**config.mk**
```make
export PLATFORM = sky130hd
export DESIGN_NAME = stereo_atten_regs
export DESIGN_NICKNAME = d
export VERILOG_FILES = /design/src/rtl/atten_pkg.sv /design/src/rtl/atten_ctrl.sv /design/src/rtl/atten_datapath.sv /design/src/rtl/stereo_atten_regs.sv
export SDC_FILE = /design/constraint.sdc
export NUM_CORES = 1
export LEC_CHECK = 0
export BUFFER_PORTS_ARGS = -buffer_cell sky130_fd_sc_hd__buf_2
export CAP_MARGIN = 20
export CORE_AREA = 2 2 78 80
export CTS_CLUSTER_DIAMETER = 30
export CTS_CLUSTER_SIZE = 8
export DETAILED_ROUTE_END_ITERATION = 16
export DIE_AREA = 0 0 80 82
export HOLD_SLACK_MARGIN = 0.05
export PLACE_DENSITY_LB_ADDON = 0.3
export SYNTH_ARGS = -nofsm -noshare
export SYNTH_HDL_FRONTEND = slang
export SYNTH_SLANG_ARGS = --single-unit
```
**constraint.sdc**
```tcl
create_clock -name clk -period 4.9 [get_ports clk]
set_input_delay 0.49 -clock clk [delete_from_list [all_inputs] [get_ports clk]]
set_output_delay 0.49 -clock clk [all_outputs]
set_load 0.01 [all_outputs]
```
**src/rtl/atten_pkg.sv**
```systemverilog
`timescale 1ns/1ps
package atten_pkg;
  localparam int ADDR_W = 7;
  localparam int DATA_W = 9;
  localparam int CODE_W = 7;
  localparam int NUM_CH = 2;

  localparam logic [CODE_W-1:0] RESET_CODE = 7'b1111001;
  localparam logic [CODE_W-1:0] MUTE_BELOW = 7'd48;

  localparam logic [ADDR_W-1:0] ADR_LEFT   = 7'd0;
  localparam logic [ADDR_W-1:0] ADR_RIGHT  = 7'd1;
  localparam logic [ADDR_W-1:0] ADR_MASTER = 7'd2;
  localparam logic [ADDR_W-1:0] ADR_PWR    = 7'd13;

  localparam int ZC_BIT  = 7;
  localparam int UPD_BIT = 8;
  localparam int PD_BIT  = 3;

  typedef struct packed {
    logic              ldLeft;
    logic              ldRight;
    logic              ldMaster;
    logic              ldPwr;
    logic              apply;
    logic              tick;
    logic [CODE_W-1:0] code;
    logic              zcBit;
    logic              pdBit;
  } ctlStrb_t;
endpackage

```
**src/rtl/atten_ctrl.sv**
```systemverilog
`timescale 1ns/1ps
module atten_ctrl
  import atten_pkg::*;
(
  input  logic              clk,
  input  logic              rstN,
  input  logic              wrEn,
  input  logic [ADDR_W-1:0] wrAddr,
  input  logic [DATA_W-1:0] wrData,
  input  logic              sampleStb,
  output ctlStrb_t          strb
);
  logic reqPend;
  logic hitLeft, hitRight, hitMaster, hitPwr, reqNew;

  always_comb begin
    hitLeft   = wrEn && (wrAddr == ADR_LEFT);
    hitRight  = wrEn && (wrAddr == ADR_RIGHT);
    hitMaster = wrEn && (wrAddr == ADR_MASTER);
    hitPwr    = wrEn && (wrAddr == ADR_PWR);
    reqNew    = (hitLeft || hitRight || hitMaster) && wrData[UPD_BIT];
  end

  // a request raised in this cycle waits for a strobe in a later cycle
  always_ff @(posedge clk) begin
    if (!rstN) reqPend <= 1'b0;
    else       reqPend <= reqNew || (reqPend && !sampleStb);
  end

  always_comb begin
    strb.ldLeft   = hitLeft;
    strb.ldRight  = hitRight;
    strb.ldMaster = hitMaster;
    strb.ldPwr    = hitPwr;
    strb.apply    = sampleStb && reqPend;
    strb.tick     = sampleStb;
    strb.code     = wrData[CODE_W-1:0];
    strb.zcBit    = wrData[ZC_BIT];
    strb.pdBit    = wrData[PD_BIT];
  end
endmodule

```
**src/rtl/atten_datapath.sv**
```systemverilog
`timescale 1ns/1ps
module atten_datapath
  import atten_pkg::*;
#(
  parameter int TIMEOUT_STROBES = 1024
)(
  input  logic                           clk,
  input  logic                           rstN,
  input  ctlStrb_t                       strb,
  input  logic [NUM_CH-1:0]              zcPulse,
  input  logic [ADDR_W-1:0]              rdAddr,
  output logic [DATA_W-1:0]              rdData,
  output logic [NUM_CH-1:0][CODE_W-1:0]  gain,
  output logic [NUM_CH-1:0]              mute,
  output logic                           pwrDown
);
  localparam int CNT_W = (TIMEOUT_STROBES > 1) ? $clog2(TIMEOUT_STROBES) : 1;
  localparam logic [CNT_W-1:0] CNT_LAST = CNT_W'(TIMEOUT_STROBES - 1);

  logic [NUM_CH-1:0][CODE_W-1:0] preCode;
  logic [NUM_CH-1:0]             zcEn;
  logic [CODE_W-1:0]             mstCode;
  logic                          zcEnMst;

  // pending stage
  always_ff @(posedge clk) begin
    if (!rstN) begin
      preCode <= {NUM_CH{RESET_CODE}};
      zcEn    <= '0;
      mstCode <= RESET_CODE;
      zcEnMst <= 1'b0;
      pwrDown <= 1'b1;
    end else begin
      if (strb.ldMaster) begin
        preCode <= {NUM_CH{strb.code}};
        mstCode <= strb.code;
        zcEnMst <= strb.zcBit;
      end
      if (strb.ldLeft) begin
        preCode[0] <= strb.code;
        zcEn[0]    <= strb.zcBit;
      end
      if (strb.ldRight) begin
        preCode[1] <= strb.code;
        zcEn[1]    <= strb.zcBit;
      end
      if (strb.ldPwr) pwrDown <= strb.pdBit;
    end
  end

  // active stage, one commit engine per channel
  for (genvar ch = 0; ch < NUM_CH; ch++) begin : g_ch
    logic             waiting;
    logic [CNT_W-1:0] strobeCnt;
    logic             zcEff;

    assign zcEff = zcEn[ch] || zcEnMst;

    always_ff @(posedge clk) begin
      if (!rstN) begin
        gain[ch]  <= RESET_CODE;
        waiting   <= 1'b0;
        strobeCnt <= '0;
      end else if (strb.apply) begin
        if (zcEff) begin
          waiting   <= 1'b1;
          strobeCnt <= '0;
        end else begin
          gain[ch] <= preCode[ch];
          waiting  <= 1'b0;
        end
      end else if (waiting) begin
        if (zcPulse[ch]) begin
          gain[ch] <= preCode[ch];
          waiting  <= 1'b0;
        end else if (strb.tick) begin
          if (strobeCnt == CNT_LAST) begin
            gain[ch] <= preCode[ch];
            waiting  <= 1'b0;
          end else begin
            strobeCnt <= strobeCnt + 1'b1;
          end
        end
      end
    end

    assign mute[ch] = (gain[ch] < MUTE_BELOW);
  end

  always_comb begin
    rdData = '0;
    case (rdAddr)
      ADR_LEFT:   rdData = {1'b0, zcEn[0], preCode[0]};
      ADR_RIGHT:  rdData = {1'b0, zcEn[1], preCode[1]};
      ADR_MASTER: rdData = {1'b0, zcEnMst, mstCode};
      ADR_PWR:    rdData[PD_BIT] = pwrDown;
      default:    rdData = '0;
    endcase
  end
endmodule

```
**src/rtl/stereo_atten_regs.sv**
```systemverilog
`timescale 1ns/1ps
module stereo_atten_regs
  import atten_pkg::*;
#(
  parameter int TIMEOUT_STROBES = 1024
)(
  input  logic              clk,
  input  logic              rstN,
  input  logic              wrEn,
  input  logic [ADDR_W-1:0] wrAddr,
  input  logic [DATA_W-1:0] wrData,
  input  logic [ADDR_W-1:0] rdAddr,
  output logic [DATA_W-1:0] rdData,
  input  logic              sampleStb,
  input  logic              zcPulseL,
  input  logic              zcPulseR,
  output logic [CODE_W-1:0] gainL,
  output logic [CODE_W-1:0] gainR,
  output logic              muteL,
  output logic              muteR,
  output logic              powerDown
);
  ctlStrb_t                      strb;
  logic [NUM_CH-1:0][CODE_W-1:0] gainV;
  logic [NUM_CH-1:0]             muteV;

  atten_ctrl u_ctrl (
    .clk(clk), .rstN(rstN), .wrEn(wrEn), .wrAddr(wrAddr),
    .wrData(wrData), .sampleStb(sampleStb), .strb(strb)
  );

  atten_datapath #(.TIMEOUT_STROBES(TIMEOUT_STROBES)) u_dp (
    .clk(clk), .rstN(rstN), .strb(strb), .zcPulse({zcPulseR, zcPulseL}),
    .rdAddr(rdAddr), .rdData(rdData), .gain(gainV), .mute(muteV),
    .pwrDown(powerDown)
  );

  assign gainL = gainV[0];
  assign gainR = gainV[1];
  assign muteL = muteV[0];
  assign muteR = muteV[1];
endmodule

```
## After elaboration in Yosys (flattened, before gate mapping)

Index checks and enable logic that the tools add are counted.

| word-level totals | value |
|---|---|
| output and inout bits | 26 |
| memories kept | 0 |
| ROM bits | 0 |
| logic and storage cells | 104 |
| RAM bits | 0 |
| register bits after elaboration | 62 |
| bits of input ports | 29 |
| latch bits | 0 |

| cells by class | value |
|---|---|
| mux-type cells | 42 |
| div/mod/pow operators | 0 |
| shift operators | 0 |
| add/subtract/negate cells | 2 |
| multipliers | 0 |
| bitwise logic cells | 0 |
| order comparisons | 2 |
| reduce and logical (&&, ||, !) cells | 28 |
| eq/ne operators | 16 |

Operators with widths:

| cell | count |
|---|---|
| two-way mux 10 bit | 12 |
| two-way mux 7 bit | 14 |
| adder 10 x 1 -> 10 bit, second input constant | 2 |
| == test 10 bit, second input constant | 2 |
| == test 7 x 1 -> 1 bit, second input constant | 2 |
| == test 7 x 2 -> 1 bit, second input constant | 2 |
| == test 7 x 4 -> 1 bit, second input constant | 2 |
| zero test 7 bit | 2 |
| less-than comparator 7 x 6 -> 1 bit, second input constant | 2 |
| two-way mux 14 bit | 1 |
| two-way mux 1 bit | 12 |
| one-hot mux 4 bit (3 select lines) | 1 |
| nonzero test 3 bit | 4 |
| AND reduction 5 bit | 2 |
| nonzero test 2 bit | 5 |
| one-hot mux 3 bit (3 select lines) | 1 |
| inequality test 2 x 1 -> 1 bit, second input constant | 4 |
| inequality test 2 bit, second input constant | 4 |
| AND reduction 4 bit | 2 |
| logical AND 1 bit | 7 |
| logical OR 1 bit | 5 |
| one-hot mux 1 bit (4 select lines) | 1 |
| zero test 1 bit | 1 |

## Depth between registers and ports, before layout

Gate-level depths: netlist of run 1.

| logic depth | value |
|---|---|
| depth in word-level cells | 6 |
| gate-level depth with buffers | 6 |
| gate-level depth less buffers | 5 |

## Hierarchy

From an unflattened synthesis of run 1, not the netlist that was laid out.

| second synthesis, totals | value |
|---|---|
| cells, all modules | 384 |
| area, all modules | 3214.3 um^2 |

By module, submodules not included:

| module | times used | cells an instance | area each (um^2) |
|---|---|---|---|
| atten_datapath | 1 | 356 | 2987.9 |
| atten_ctrl | 1 | 28 | 226.5 |

## Least setup slack after synthesis of run 1

No wires, ideal clock.

| timing path | value |
|---|---|
| kind | in2reg |
| start point | in wrAddr[5] |
| end point | reg u_dp.preCode[4] in the netlist's numbering |
| path slack | 2.996 ns |
| path buffers | 1 |
| cell stages on the path | 5 |
| data arrival time | 1.775 ns |
| cell sequence | or4b_4 > nor3_4 > buf_6 > mux2i_1 > nand2_1 |

| on the way | value |
|---|---|
| word-level cells in the longest chain between the ends | 3 |
| elaborated cells between the ends (all ways) | 6 |
| those cells by class | 1 x eq/ne; 1 x mux; 4 x reduce/logical |

RTL lines:

| element | RTL line | text |
|---|---|---|
| start: declaration | stereo_atten_regs.sv:10 | `input logic [ADDR_W-1:0] wrAddr,` |
| == test 7 x 2 -> 1 bit or zero test 7 bit (tied branches) | atten_ctrl.sv:19, atten_ctrl.sv:17 |  |
| logical AND 1 bit, on equally long branches | atten_ctrl.sv:19, atten_ctrl.sv:17 |  |
| nonzero test 2 bit (no source line) or two-way mux 7 bit (tied branches) | -- |  |
| end signal: assignment | atten_datapath.sv:28 | `preCode <= {NUM_CH{RESET_CODE}};` |
| end signal: assignment | atten_datapath.sv:35 | `preCode <= {NUM_CH{strb.code}};` |
| end: declaration | atten_datapath.sv:20 | `logic [NUM_CH-1:0][CODE_W-1:0] preCode;` |

Parallel ways exist; a longest one is shown, timed or not.
A chain may end at the register's enable or synchronous reset.

## Worst setup path in the final report of run 1

| timing path | value |
|---|---|
| start point | reg u_dp.g_ch[1].strobeCnt[0] |
| end point | reg u_dp.g_ch[1].strobeCnt[3] |

| on the way | value |
|---|---|
| word-level cells in the longest chain between the ends | 6 |
| elaborated cells between the ends (all ways) | 9 |
| those cells by class | 1 x add/sub; 2 x eq/ne; 5 x mux; 1 x reduce/logical |

RTL lines:

| element | RTL line | text |
|---|---|---|
| start: declaration | atten_datapath.sv:54 | `logic [CNT_W-1:0] strobeCnt;` |
| start signal: assignment | atten_datapath.sv:81 | `strobeCnt <= strobeCnt + 1'b1;` |
| adder 10 x 1 -> 10 bit | atten_datapath.sv:81 |  |
| two-way mux 10 bit | atten_datapath.sv:77 | `if (strobeCnt == CNT_LAST) begin` |
| two-way mux 10 bit | atten_datapath.sv:76 | `end else if (strb.tick) begin` |
| two-way mux 10 bit | atten_datapath.sv:73 | `if (zcPulse[ch]) begin` |
| two-way mux 10 bit | atten_datapath.sv:72 | `end else if (waiting) begin` |
| two-way mux 10 bit | atten_datapath.sv:64 | `end else if (strb.apply) begin` |

Parallel ways exist; a longest one is shown, timed or not. The select of a mux whose other input is x is not followed.

==> results of run 1 <==
## placed cells by master, fill, tap and decap left out, types with 2 or more instances in the layout
cell type and count:
dfxtp_1 62, buf_2 54, nand2_1 41, nor2_1 37, mux2i_1 33, nand3_1 33, a21oi_1 25, clkbuf_8 12
inv_1 11, nand4_1 11, o211ai_1 11, o21ai_0 9, nor3_1 7, and3_1 7, a31oi_1 6, and2_1 5
o21a_1 5, a311oi_1 4, or3b_1 4, o31ai_1 3, or3_1 3, nand4b_1 3, and4bb_2 2, nand4bb_1 2
o21ba_1 2, nor4_1 2, nand3b_1 2, or4_1 2, ha_1 2, clkinv_2 2
## tightest hold or removal path, cell delays in order
cell and delay, ps:
buf_2 100, mux2i_1 60, nand2_1 60
## kinds of logic after synthesis
| group | after synthesis | share of synthesized area, % |
|---|---|---|
| buffers and inverters | 31 | 4.23 |
| AOI/OAI and AO/OA | 77 | 16.1 |
| xor gates and xnor gates | 1 | 0.274 |
| muxes | 33 | 10.3 |
| DFF | 62 | 38.9 |
| other | 1 | 0.117 |
| adders and majority gates | 2 | 0.784 |
| and+or+nand+nor | 173 | 29.3 |
## area by class of cell
| cell class | instances | area (µm²) |
|---|---|---|
| clock buffer | 13 | 169 |
| clock inverter | 3 | 17.5 |
| fill | 521 | 2090 |
| inverter | 12 | 45.0 |
| multi-input combinational | 287 | 1820 |
| sequential | 62 | 1240 |
| tap | 75 | 93.8 |
| timing repair buffer | 54 | 270 |
## power by group through the flow
stage	registers [mW]	clock network, mW	logic [mW]
3_5_place_dp	0.517	0	0.0507
2_1_floorplan	0.517	0	0.0297
6_report	0.505	0.420	0.0517
5_1_grt	0.505	0.447	0.0563
3_3_place_gp	0.517	0	0.0503
4_1_cts	0.505	0.427	0.0512
## stage by stage
stage	instance area, µm²	setup slack (ps)	hold WS [ps]	instances
4_1_cts	3650	2490	395	505
2_1_floorplan	3190	3000	437	380
6_report	3650	2680	406	506
3_3_place_gp	3460	2630	443	489
3_5_place_dp	3460	2520	449	489
5_1_grt	3650	2520	419	506
## flip-flops by register name, summed over array words and instances, names as in the netlist
register / flops
u_dp.zcEnMst: 1
u_dp.gain: 14
u_dp.g_ch.strobeCnt: 20
u_dp.preCode: 14
u_dp.mstCode: 7
u_dp.g_ch.waiting: 2
u_dp.zcEn: 2
u_dp.pwrDown: 1
u_ctrl.reqPend: 1
## routing by layer
| layer | track usage, % | wire, µm | vias up |
|---|---|---|---|
| met4 | 13.4 | 169 | 0 |
| met5 | 0 | 0 | - |
| li1 | - | - | 1492 |
| met2 | 39.1 | 3470 | 97 |
| met1 | 29.8 | 3480 | 1384 |
| met3 | 3.63 | 367 | 20 |
## how the worst min path moves through the flow
stage,from,endpoint,slack (ps),cells after the start
floorplan,u_dp.mstCode[1],u_dp.mstCode[1],440,2
global placement,u_dp.mstCode[2],u_dp.mstCode[2],440,2
detailed placement,u_dp.mstCode[2],u_dp.mstCode[2],450,2
CTS,wrData[5],u_dp.preCode[12],400,3
global route,wrData[5],u_dp.preCode[12],420,3
finish,wrData[5],u_dp.preCode[12],410,3
==> run_results.csv, run 1 <==
group,metric,value,unit
outcome,status,"completed",
clock_network,cts.sinks,62,
route,drtPass1Iterations,5,
synthesis,avgSynthCellArea,8.40,µm²
finish,final_core_util,63.6,%
pwr,sw_frac_of_total,23.7,%
synthesis,synthArstFlopShare,0,%
floorplan,die_height,82,µm
synthesis,synth-edff-count,0,
global_route,antenna_found_initial,0,
pwr,pwr-share-comb,5.3,%
sta,maxSlewViolCount,0,
setup_path,critPathLaunchType,"register",
sta,tightest_slew,954,ps
clock_network,ctsResizeCount,0,
setup_path,critPathCapture,"u_dp.g_ch[1].strobeCnt[3]",
sta,rsz0062_at_grt,"no",
route,vias,2993,
global_route,grt_max_degree,44,
floorplan,die_w,80,µm
clock_network,clk_pin_slew,70,ps
clock_network,clkLatencyLatePin,330,ps
synthesis,yosys.cell_count.top_type,"dfxtp_1",
setup_path,worstPathArrival,2460,ps
route,via_per_inst,5.92,
floorplan,start_util,55.6,%
synthesis,ys_top_cells_by_count,"dfxtp_1 (62), nand2_1 (41), nor2_1 (37)",
clock_network,numCtsBuffers,9,
placement,numPortBuffers,53,
pwr,p_per_area,267,mW/mm²
synthesis,yosysTopAreaCellShare,38.9,%
pwr,p_seq_share,51.7,%
synthesis,netlist_top_cells_area,"dfxtp_1 (39%), mux2i_1 (10%), nand3_1 (5.2%)",
route,drt-total-wl,7.48,mm
setup_path,path_cells,"ha_1 -> nand4_2 -> o31ai_2 -> nand2_2 -> a311oi_1",
synthesis,synth_cell_types,59,
floorplan,io_pins,55,
pwr,ir_drop,0.171,mV
finish,fin_nets,457,
synthesis,yosysWarnings,0,
clock_network,post_cts_buffers,0,
sta,hold_viol,0,
pwr,switchingPower,231,µW
pwr,p_int,745,µW
synthesis,synth_area_leader_cell,"dfxtp_1",
sta,finalCritPeriodShare,45.4,%
setup_path,crit_required,5140,ps
setup_path,path_buf_inv,0,
clock_network,cts_hold_repair.buffers,0,
sta,tns,0,ps
route,drt_iter0_drc,164,
global_route,first_global_vias,2718,
global_route,grt-ovfl-total,0,
setup_path,crit_start,"u_dp.g_ch[1].strobeCnt[0]",
sta,skew,5.13,ps
setup_path,r2r_cells,5,
setup_path,critPathCaptureType,"register",
setup_path,critPathMaxFanout,15,
setup_path,setup.worst_path.class,"register to register",
clock_network,cts_buffer_depth,2,
synthesis,syn-cell-area,0.00319,mm²
hold_path,hp-class,"input pin to register",
setup_path,max_stage_delay,880,ps
finish,layout-drive-gt1-share,18.6,%
global_route,track_usage,23.8,%
floorplan,core_area,0.00575,mm²
placement,place_congestion,0.881,
clock_network,cts_tree,"done",
synthesis,synth_seq_cells,62,
floorplan,rows,28,
synthesis,synthFlopType,"dfxtp_1",
synthesis,syn_nets,411,
setup_path,cp_num_cells,5,
sta,max-slew-margin-rel,36.0,%
sta,setup_violations,0,
setup_path,timing.rr.start,"u_dp.g_ch[1].strobeCnt[0]",
global_route,grt_pass1_wl,12.2,mm
sta,fin_crit,2220,ps
floorplan,dieArea,0.00656,mm²
route,wl_per_cell,14.8,µm
synthesis,synthCells,380,
pwr,p_clk_share,43.0,%
route,detail-route-antenna-nets,0,
synthesis,ys_seq_area_share,38.9,%
setup_path,crit_slowest_cell,"o31ai_2",
clock_network,clock-root-buffer,"clkbuf_8",
pwr,power.total,977,µW
finish,antennaDiodeCount,0,
placement,hpwlAfterDp,5.16,mm
setup_path,r2r-end,"u_dp.g_ch[1].strobeCnt[3]",
clock_network,cts_max_level,3,
pwr,p_leak,1.51,nW
route,drc,0,
flow_run,max_cap_viol_count,0,
sta,timing.fmax,450,MHz
finish,area_growth,14.4,%
setup_path,r2r_slack,2680,ps
setup_path,cp_top_family,"compound AO/OA/AOI/OAI gates",
Note: power is estimated with default switching activity, not from simulation.
==> run 2: changes to the inputs <==
Settings changed: CORE_AREA 2 2 78 80 to 2 2 83 85, DIE_AREA 0 0 80 82 to 0 0 85 87.
Clock period 4.9 ns to 1.91 ns, I/O delays scaled along.
==> run_results.csv, run 2 (same netlist as run 1, synthesis figures left out) <==
group,metric,value,unit
outcome,status,"completed",
placement,numPortBuffers,53,
sta,tns,0,ps
pwr,power.total,2.56,mW
setup_path,crit_required,2140,ps
sta,hold_ws,109,ps
hold_path,hp-class,"input pin to register",
sta,hold_viol,0,
setup_path,r2r-end,"u_dp.g_ch[0].strobeCnt[2]",
finish,final_common_cell,"dfxtp_1",
floorplan,io_pins,55,
setup_path,critPathCaptureType,"register",
pwr,p_per_area,673,mW/mm²
setup_path,worstPathArrival,2040,ps
route,drtPass1Iterations,5,
flow_run,max_cap_viol_count,0,
clock_network,clk_pin_slew,70,ps
sta,tightest_slew,524,ps
route,drt_iter0_drc,163,
route,via_per_inst,5.78,
finish,final_cell_mix,"dfxtp_1 (61), buf_2 (53), nand2_1 (41)",
setup_path,path_cells,"ha_1 -> nand3_1 -> o31ai_2 -> buf_4 -> nor4b_1 -> a311o_1",
placement,place_congestion,0.898,
floorplan,die_w,85,µm
finish,final_core_util,57.8,%
floorplan,rows,30,
setup_path,critPathMaxFanout,8,
clock_network,clkLatencyLatePin,330,ps
sta,finalCritPeriodShare,94.8,%
finish,antennaDiodeCount,0,
hold_path,min_from,"wrData[4]",
placement,place_ws,137,ps
clock_network,cts_tree,"done",
sta,fin_crit,1810,ps
floorplan,die_height,87,µm
setup_path,max_stage_delay,380,ps
sta,timing.fmax,552,MHz
clock_network,cts_hold_repair.buffers,0,
clock_network,numCtsBuffers,9,
pwr,p_leak,1.58,nW
global_route,grt_max_degree,43,
finish,largest_reg_flops,20,
floorplan,dieArea,0.00740,mm²
route,drc,0,
setup_path,crit_slowest_cell,"dfxtp_1",
sta,setup_violations,0,
setup_path,setup.worst_path.class,"register to register",
setup_path,critPathLaunchType,"register",
pwr,ir_drop,0.580,mV
floorplan,core_area,0.00657,mm²
global_route,antenna_found_initial,0,
hold_path,min_to,"u_dp.preCode[4]",
sta,maxSlewViolCount,0,
route,drt-total-wl,7.77,mm
global_route,grt_pass1_wl,12.5,mm
sta,setup_slack,99.2,ps
clock_network,cts.sinks,62,
placement,numPlacedInstances,509,
placement,placed_cell_area,0.00359,mm²
finish,layout-drive-gt1-share,21.4,%
clock_network,clock-root-buffer,"clkbuf_8",
hold_path,whs_path_depth,3,
floorplan,start_util,48.6,%
sta,max-slew-margin-rel,64.9,%
setup_path,r2r_slack,100,ps
finish,area_growth,18.9,%
clock_network,cts_buffer_depth,2,
finish,fin_nets,471,
finish,final_cells,524,
global_route,grt-ovfl-total,0,
clock_network,cts_max_level,3,
route,detail-route-antenna-nets,0,
route,vias,3029,
placement,hpwlAfterDp,5.49,mm
finish,regMostFlops,"u_dp.g_ch.strobeCnt",
clock_network,post_cts_buffers,0,
sta,skew,5.83,ps
route,wl_per_cell,14.8,µm
setup_path,r2r_cells,6,
finish,postLayoutCellArea,0.00380,mm²
global_route,first_global_vias,2679,
global_route,track_usage,21.0,%
setup_path,timing.rr.start,"u_dp.g_ch[0].strobeCnt[0]",
finish,largest_registers,"u_dp.g_ch.strobeCnt: 20 flops, u_dp.gain: 14 flops, u_dp.preCode: 14 flops",
finish,nFillCells,573,
## run 2: how the worst max path moves through the flow
stage / slack (ps) / start / end
finish: 100 / u_dp.g_ch[0].strobeCnt[0] / u_dp.g_ch[0].strobeCnt[2]
global route: -40 / u_dp.g_ch[0].strobeCnt[0] / u_dp.g_ch[0].strobeCnt[2]
CTS: 130 / u_ctrl.reqPend / u_dp.g_ch[1].strobeCnt[5]
detailed placement: 140 / u_ctrl.reqPend / u_dp.g_ch[1].strobeCnt[5]
global placement: 190 / u_ctrl.reqPend / u_dp.g_ch[1].strobeCnt[5]
floorplan: 200 / u_dp.g_ch[1].strobeCnt[0] / u_dp.g_ch[1].strobeCnt[5]
## run 2: power breakdown
group	switching [mW]	total (mW)	internal, mW
sequential	0.00220	1.30	1.29
combinational	0.0897	0.140	0.0507
clock	0.491	1.12	0.627
## run 2: metal layers
layer  share of wire, %  vias to the layer above  global-route usage, %
li1                   -                     1515                      -
met1                 46                     1427                   27.0
met2                 48                       76                   34.3
met3                4.4                       11                   4.64
met4                1.9                        0                   8.37
met5                  0                        -                      0
## run 2: critical path: cells and delay by family, from the launching register on
kind | cells | cell delay, ps
adders and majority gates | 1 | 220
AOI/OAI and AO/OA | 2 | 660
DFF | 1 | 380
buffers and inverters | 1 | 200
and+or+nand+nor | 2 | 240
## run 2: cell type report
type                    instances  area, µm²  share of cell area [%]
clock inverters                 4       47.5                    1.25
clock buffers                  11        141                    3.72
well taps                      80        100                    2.64
repair buffers                 68        390                    10.3
inverters                      12       45.0                    1.19
multi-input cells             287       1830                    48.2
flip-flops and latches         62       1240                    32.7
## run 2: repair_timing
action | in CTS | in global routing
hold endpoints to repair | 0 | 0
setup endpoints to repair | 0 | 3
resized for setup | 0 | 3
